File: src/rtl/rle4_pkg.sv
package rle4_pkg;
  localparam int SMP_W       = 4;
  localparam int TOK_W       = 8;
  localparam int SHORT_REP_W = 3;
  localparam int LONG_UNIT   = 8;
  localparam int LONG_MAX    = 640;
  localparam logic [TOK_W-1:0] LONG_BASE = 8'h30;

  function automatic logic [TOK_W-1:0] short_token(
    input logic [SMP_W-1:0] v, input logic [SHORT_REP_W-1:0] rep);
    return {1'b1, rep, v};
  endfunction

  function automatic logic [TOK_W-1:0] long_token(input logic [TOK_W-1:0] units);
    return LONG_BASE + units - 8'd1;
  endfunction
endpackage

File: src/rtl/rle4_run_tracker.sv
module rle4_run_tracker
  import rle4_pkg::*;
#(
  parameter int MAX_REP = 640,
  parameter int CNT_W   = 10
) (
  input  logic             clk,
  input  logic             rst_n,
  input  logic             smp_valid,
  input  logic [SMP_W-1:0] smp_val,
  input  logic             flush,
  input  logic             slot_accept,
  output logic             close_valid,
  output logic [SMP_W-1:0] close_val,
  output logic [CNT_W-1:0] close_rep,
  output logic             overflow
);
  localparam logic [CNT_W-1:0] CAP = CNT_W'(MAX_REP);

  logic             active;
  logic [SMP_W-1:0] cur;
  logic [CNT_W-1:0] cnt;
  logic             ovf;
  logic             breaks_run;

  always_comb begin
    breaks_run  = smp_valid && (smp_val != cur || cnt == CAP);
    close_valid = active && (flush || breaks_run);
    close_val   = cur;
    close_rep   = cnt;
    overflow    = ovf;
  end

  always_ff @(posedge clk) begin
    if (!rst_n) begin
      active <= 1'b0;
      cur    <= '0;
      cnt    <= '0;
      ovf    <= 1'b0;
    end else begin
      if (smp_valid) begin
        if (close_valid || !active) begin
          cur    <= smp_val;
          cnt    <= '0;
          active <= 1'b1;
        end else begin
          cnt <= cnt + 1'b1;
        end
      end else if (flush) begin
        active <= 1'b0;
      end
      if (close_valid && !slot_accept) ovf <= 1'b1;
    end
  end

  // loss flag never clears outside reset
  assert_sticky_R9: assert property (@(posedge clk) disable iff (!rst_n)
    ovf |=> ovf);
  // a closed run never exceeds the repeat cap
  assert_rep_cap_R6: assert property (@(posedge clk) disable iff (!rst_n)
    close_valid |-> close_rep <= CAP);
endmodule

File: src/rtl/rle4_token_emitter.sv
module rle4_token_emitter
  import rle4_pkg::*;
#(
  parameter int MAX_REP = 640,
  parameter int CNT_W   = 10
) (
  input  logic             clk,
  input  logic             rst_n,
  input  logic             load,
  input  logic [SMP_W-1:0] load_val,
  input  logic [CNT_W-1:0] load_rep,
  output logic             accept,
  output logic             tok_valid,
  output logic [TOK_W-1:0] tok_data,
  input  logic             tok_ready
);
  localparam int CHUNK_MAX = ((MAX_REP < LONG_MAX ? MAX_REP : LONG_MAX) / LONG_UNIT) * LONG_UNIT;
  localparam logic [CNT_W-1:0] CHUNK_CAP = CNT_W'(CHUNK_MAX);

  logic                   full;
  logic                   short_done;
  logic [SMP_W-1:0]       val;
  logic [SHORT_REP_W-1:0] rep_lo;
  logic [CNT_W-1:0]       rem;
  logic [CNT_W-1:0]       chunk;
  logic                   fire;
  logic                   last;

  always_comb begin
    chunk     = (rem > CHUNK_CAP) ? CHUNK_CAP : rem;
    tok_valid = full;
    tok_data  = short_done ? long_token(TOK_W'(chunk >> 3)) : short_token(val, rep_lo);
    fire      = full && tok_ready;
    last      = short_done ? (rem == chunk) : (rem == '0);
    accept    = !full || (fire && last);
  end

  always_ff @(posedge clk) begin
    if (!rst_n) begin
      full       <= 1'b0;
      short_done <= 1'b0;
      val        <= '0;
      rep_lo     <= '0;
      rem        <= '0;
    end else if (load && accept) begin
      full       <= 1'b1;
      short_done <= 1'b0;
      val        <= load_val;
      rep_lo     <= load_rep[SHORT_REP_W-1:0];
      rem        <= {load_rep[CNT_W-1:SHORT_REP_W], {SHORT_REP_W{1'b0}}};
    end else if (fire) begin
      if (last) full <= 1'b0;
      else if (!short_done) short_done <= 1'b1;
      else rem <= rem - chunk;
    end
  end

  // stalled byte is held
  assert_hold_R7: assert property (@(posedge clk) disable iff (!rst_n)
    (tok_valid && !tok_ready) |=> (tok_valid && $stable(tok_data)));
  // no control bytes offered
  assert_byte_range_R10: assert property (@(posedge clk) disable iff (!rst_n)
    tok_valid |-> tok_data >= 8'h30);
  // output that starts from idle begins with a short token
  assert_short_first_R2: assert property (@(posedge clk) disable iff (!rst_n)
    $rose(tok_valid) |-> tok_data[7]);
endmodule

File: src/rtl/rle4_encoder.sv
module rle4_encoder
  import rle4_pkg::*;
#(
  parameter int MAX_REP = 640
) (
  input  logic       clk,
  input  logic       rst_n,
  input  logic       smp_valid,
  input  logic [3:0] smp_val,
  input  logic       flush,
  output logic       tok_valid,
  output logic [7:0] tok_data,
  input  logic       tok_ready,
  output logic       overflow
);
  localparam int CNT_W = $clog2(MAX_REP + 1);

  logic             close_valid;
  logic [SMP_W-1:0] close_val;
  logic [CNT_W-1:0] close_rep;
  logic             slot_accept;

  rle4_run_tracker #(.MAX_REP(MAX_REP), .CNT_W(CNT_W)) u_tracker (
    .clk(clk), .rst_n(rst_n), .smp_valid(smp_valid), .smp_val(smp_val),
    .flush(flush), .slot_accept(slot_accept), .close_valid(close_valid),
    .close_val(close_val), .close_rep(close_rep), .overflow(overflow)
  );

  rle4_token_emitter #(.MAX_REP(MAX_REP), .CNT_W(CNT_W)) u_emitter (
    .clk(clk), .rst_n(rst_n), .load(close_valid), .load_val(close_val),
    .load_rep(close_rep), .accept(slot_accept), .tok_valid(tok_valid),
    .tok_data(tok_data), .tok_ready(tok_ready)
  );

  // nothing offered in the cycle right after reset
  assert_idle_after_reset_R1: assert property (@(posedge clk)
    !rst_n |=> (!tok_valid && !overflow));
endmodule

File: config.mk
export PLATFORM = sky130hd
export DESIGN_NAME = rle4_encoder
export DESIGN_NICKNAME = d
export VERILOG_FILES = /design/src/rtl/rle4_pkg.sv /design/src/rtl/rle4_run_tracker.sv /design/src/rtl/rle4_token_emitter.sv /design/src/rtl/rle4_encoder.sv
export SDC_FILE = /design/constraint.sdc
export NUM_CORES = 1
export LEC_CHECK = 0
export CORE_ASPECT_RATIO = 1.25
export CORE_MARGIN = 2
export CORE_UTILIZATION = 57
export CTS_CLUSTER_SIZE = 24
export DETAILED_ROUTE_END_ITERATION = 7
export PLACE_DENSITY_LB_ADDON = 0.3
export SLEW_MARGIN = 40
export SYNTH_ARGS = -nofsm -noshare
export SYNTH_HDL_FRONTEND = slang
export SYNTH_HIERARCHICAL = 1
export SYNTH_SLANG_ARGS = --single-unit
File: constraint.sdc
create_clock -name clk -period 2.68 [get_ports clk]
set_input_delay 0.536 -clock clk [delete_from_list [all_inputs] [get_ports clk]]
set_output_delay 0.536 -clock clk [all_outputs]
set_load 0.03 [all_outputs]
* After elaboration in Yosys (flattened, before gate mapping)
Index checks and enable logic that the tools add are counted.
** Word-level totals
- Input port bits :: 9
- Register bits :: 35
- Output and inout bits :: 10
** Operators by class
- Reduce and logical (&&, ||, !) cells :: 25
- Muxes and demuxes :: 14
- Add/sub/neg operators :: 4
- Bitwise gates (word level) :: 2
- Magnitude comparators :: 1
- Equality and inequality tests :: 5
** Operators with widths (number)
- 2-to-1 mux 10 bit :: 6
- adder 10 x 1 -> 10 bit (second input constant) :: 1
- equality test 10 bit :: 1
- equality test 10 bit (second input constant) :: 1
- > comparator 10 bit (second input constant) :: 1
- logical NOT 10 bit :: 1
- subtractor 10 bit :: 1
- adder 6 x 7 -> 8 bit (first input constant) :: 1
- 2-to-1 mux 8 bit :: 1
- AND reduction 2 bit :: 4
- nonzero test 2 bit :: 4
- subtractor 8 x 1 -> 8 bit (second input constant) :: 1
- 2-to-1 mux 1 bit :: 7
- logical AND 1 bit :: 6
- AND reduction 3 bit :: 2
- logical OR 1 bit :: 4
- != test 4 bit :: 1
- logical NOT 1 bit :: 3
- != test 2 x 1 -> 1 bit (second input constant) :: 1
- != test 2 bit (second input constant) :: 1
- NOT 1 bit :: 2
- OR reduction 2 bit :: 1

* Logic depth before layout (Yosys ltp)
- Depth after elaboration :: 9
- Depth in mapped cells :: 10

* Modules after synthesis
Netlist, hierarchy kept.
** Modules (own cells, without submodules)
- rle4_token_emitter :: seq. area each 380.4 µm², cells an instance 146, area an instance 1146.1 µm², instances 1
- rle4_run_tracker :: seq. area each 320.3 µm², cells an instance 96, area an instance 850.8 µm², instances 1

* Least setup slack after synthesis
OpenSTA, ideal clock, no wires.
- Path kind :: reg2out
- Start :: reg u_emitter.rem[7]
- End :: out tok_data[6]
- Stages on the path, launching flop included :: 8
- Arrival :: 2.062 ns
- Data required time :: 2.144 ns
- Slack :: 0.082 ns
- Buffers on the path :: 1
- Cells stage by stage :: dfxtp_1 -> clkbuf_1 -> o21ai_1 -> nand2_1 -> ha_1 -> a21oi_1 -> o32ai_1 -> o21ai_0
** Between the ends
- Cells in the longest elaborated chain, start to end :: 5
** Ends and longest elaborated chain
- start, declared :: RTL line rle4_token_emitter.sv:24 : logic [CNT_W-1:0] rem;
- start signal, assigned :: RTL line rle4_token_emitter.sv:50 : rem <= {load_rep[CNT_W-1:SHORT_REP_W], {SHORT_REP_W{1'b0}}};
- start signal, assigned :: RTL line rle4_token_emitter.sv:54 : else rem <= rem - chunk;
- > comparator 10 bit :: RTL line rle4_token_emitter.sv:30 : chunk = (rem > CHUNK_CAP) ? CHUNK_CAP : rem;
- 2-to-1 mux 10 bit * :: RTL line rle4_token_emitter.sv:30
- adder 6 x 7 -> 8 bit * :: RTL line rle4_pkg.sv:15 : return LONG_BASE + units - 8'd1;
- subtractor 8 x 1 -> 8 bit * :: RTL line rle4_pkg.sv:15
- 2-to-1 mux 8 bit * :: RTL line rle4_token_emitter.sv:32 : tok_data = short_done ? long_token(TOK_W'(chunk >> 3)) : short_token(val, rep_lo);
- end, declared :: RTL line rle4_encoder.sv:12 : output logic [7:0] tok_data,
Every way passes the cells marked *; elsewhere a longest branch is shown, timed or not.

* Worst setup path after layout
- Start :: reg u_emitter.rem[7]
- End :: out tok_data[4]
Same word-level chain as after synthesis.

==> qor.txt <==
Vias in the first global route: 1740
Most used DFF post-synth: dfxtp_1
Fmax: 394.2 MHz
Relative slew slack: 47.03%
Die area: 3996 um^2
Setup TNS: 0 ps
Clk_skew: 5.343 ps
Die Wd: 56.94 um
H-tree depth: 2
Vias/cell: 5.833
Input/output buffers: 18
Top cells by area, synth: dfxtp_1, nand2_1, nor2_1
Global Route Usage Sum: 24.91%
Worst path required time: 2140 ps
Synth Register Bits: 35
CP bufs+invs: 1
FFs w/ async S/R, synth: 0%
Share of layout cells above drive strength 1: 12.41%
Critical path's top delay family: compound AO/OA/AOI/OAI gates
Final Cycle Share: 94.66%
Worst-case clock buffer depth: 2
Kind of end point of the critical path: primary output
Total power per unit cell area: 509.0 nW/um^2
Syn avg cell area: 8.252 um^2
Post-CTS Setup Bufs: 0
CTS tree: built
First DRT Iteration DRCs: 137
# rows: 24
Total core area: 3423 um^2
Final count of hold timing violations: 0
Synth cell types: 55
First-pass GRT wire length: 7.838 mm
Mean routed wirelength per cell: 14.85 um
DRT Wirelength: 4.530 mm
Initial antenna violation count: 0
Area leader, netlist: dfxtp_1
Worst path max stage delay: 370 ps
Maximum VDD drop: 0.5728 mV
DRT Pass-1 Iters: 4
# setup viols final: 0
Io pins: 19
Worst slew pin tran: 792.7 ps
Congestion Overflow GR: 0
Syn Inst Count: 242
Worst hold margin: 455.1 ps
Total CTS buffers: 5
CTS root buf: clkbuf_8
Area delta synth->final: 16.60%
Most instantiated library cell after synthesis: nand2_1
Clk sinks: 35
Crit-path max FO: 7
Vias: 1779
WP data arrival: 2000 ps
Placed wire-length estimate: 3.380 mm
RePlAce Congestion: 0.9453
Sequential fraction of the synthesis area: 35.09%
RSZ-0062 raised after global routing: false
Largest net degree at the start of global routing: 29
Crit path kind: reg -> out
Post-route ant nets: 0
NumNets Final: 278
Final Max Tran Viols: 0
Die Height: 70.18 um
Clk_lat worst skew: 280 ps
DR DRC count: 0
Reg clk slew, reported paths: 70 ps
ANT cells: 0
Static Leakage: 0.8705 nW
Outcome: completed
Synth cell count leaders: nand2_1, dfxtp_1, nor2_1, a21oi_1, xnor2_1
Filler cells: 287
Syn_nets: 255
Top-area cell type share of the netlist area: 35.09%
CP max stage cell: dfxtp_1
Max Cap Viol: 0
Hold Crit Class: reg -> reg
Fin crit period: 2537 ps
Starting Density: 58.33%
Worst path cell trace: o21ai_2 -> nand2_1 -> ha_1 -> o32ai_1 -> a31oi_1 -> mux2_2 -> dlygate4sd2_1
Post-synth EDFFs: 0
Synth Cell Area: 1997 um^2
Synth warn: 6
Startpoint Class: flip-flop
[cells by family (layout without fill, tap and decap cells)]
family,count (synthesis),count (layout),synth area share (%)
compound gates,50,50,19.99
other cells,1,1,0.1878
buf+inv,19,43,4.950
flops,35,35,35.09
fa+ha+maj,4,4,2.506
simple gates,112,112,27.70
mux,5,5,2.569
xor+xnor,16,16,7.017
[through the flow]
| stage | worst slack, ps | std cells | utilization [%] | cell area, um^2 | total power, mW |
|---|---|---|---|---|---|
| CTS | 14.45 | 305 | 67.84 | 2322 | 1.194 |
| finish | 143.1 | 305 | 68.02 | 2328 | 1.185 |
| floorplan | 82.07 | 242 | - | 1997 | 0.7228 |
| global placement | 152.8 | 297 | 64.84 | 2220 | 0.7760 |
| global route | 29.06 | 305 | 68.02 | 2328 | 1.237 |
| detailed placement | 147.9 | 297 | 64.84 | 2220 | 0.7791 |
[flip-flops by register name, summed over array words and instances (netlist names)]
signal	flops
u_emitter/rem	10
u_tracker/active	1
u_tracker/close_val	4
u_emitter/val	4
u_emitter/tok_valid	1
u_emitter/short_done	1
u_emitter/rep_lo	3
u_tracker/close_rep	10
u_tracker/overflow	1
[path summary, 6_finish.rpt]
path                           from                to  slack (ps)  depth (start not counted)
min                u_emitter/val[0]  u_emitter/val[0]         460                          2
min reg2reg        u_emitter/val[0]  u_emitter/val[0]         460                          2
max reg2reg  u_tracker/close_rep[5]  u_emitter/rem[6]         360                          7
max                u_emitter/rem[7]       tok_data[4]         140                          7
[report_power, final]
group          internal, mW  switching (mW)
clock network         0.234           0.181
logic                0.0901           0.125
registers             0.536          0.0188
total                 0.861           0.324
[worst reg2reg max path, cell delays in order, from the launching register on]
cell and delay, ps:
dfxtp_1 370, or4b_4 600, o41ai_2 290, a31oi_1 110, inv_1 160, o311ai_4 270, o21ai_1 290, a21oi_1 80
[routing by layer]
| metal | up-vias | global-route usage (%) | share of wire [%] |
|---|---|---|---|
| li1 | 899 | - | - |
| met1 | 841 | 29.86 | 44 |
| met2 | 31 | 42.27 | 50 |
| met3 | 8 | 5.185 | 3.3 |
| met4 | 0 | 10.85 | 2.4 |
| met5 | - | 0 | 0 |
[placed cells by master, fill, tap and decap left out, drive strengths merged, types with 2 or more instances in the layout]
| cell | count |
|---|---|
| nor3 | 5 |
| a21oi | 13 |
| mux2i | 4 |
| nor4 | 5 |
| or4b | 2 |
| o31a | 2 |
| or4 | 3 |
| or3 | 3 |
| clkbuf | 8 |
| or2 | 2 |
| nand2b | 2 |
| a21boi | 10 |
| nand2 | 46 |
| o21a | 3 |
| clkdlybuf4s50 | 12 |
| ha | 4 |
| dfxtp | 35 |
| nor2 | 25 |
| a31oi | 4 |
| nand4 | 4 |
| and3 | 3 |
| xor2 | 6 |
| o32ai | 2 |
| inv | 8 |
| nand3 | 8 |
| xnor2 | 10 |
| buf | 11 |
| o21ai | 5 |
| dlygate4sd2 | 3 |
[final cells by class]
class	instances	area (um^2)	share of cell area, %
Sequential cell	35	700.7	30.09
Tap cell	39	48.80	2.096
Multi-Input combinational cell	188	1207	51.85
Timing Repair Buffer	27	241.5	10.37
Clock buffer	8	100.1	4.299
Inverter	8	30.03	1.290
[timing repair]
action                                  CTS  global route
resized for setup                         4             2
gates cloned                              0             0
hold buffers                              0             0
endpoints found under the setup margin    3             2
(Power assumes the default switching activity.)
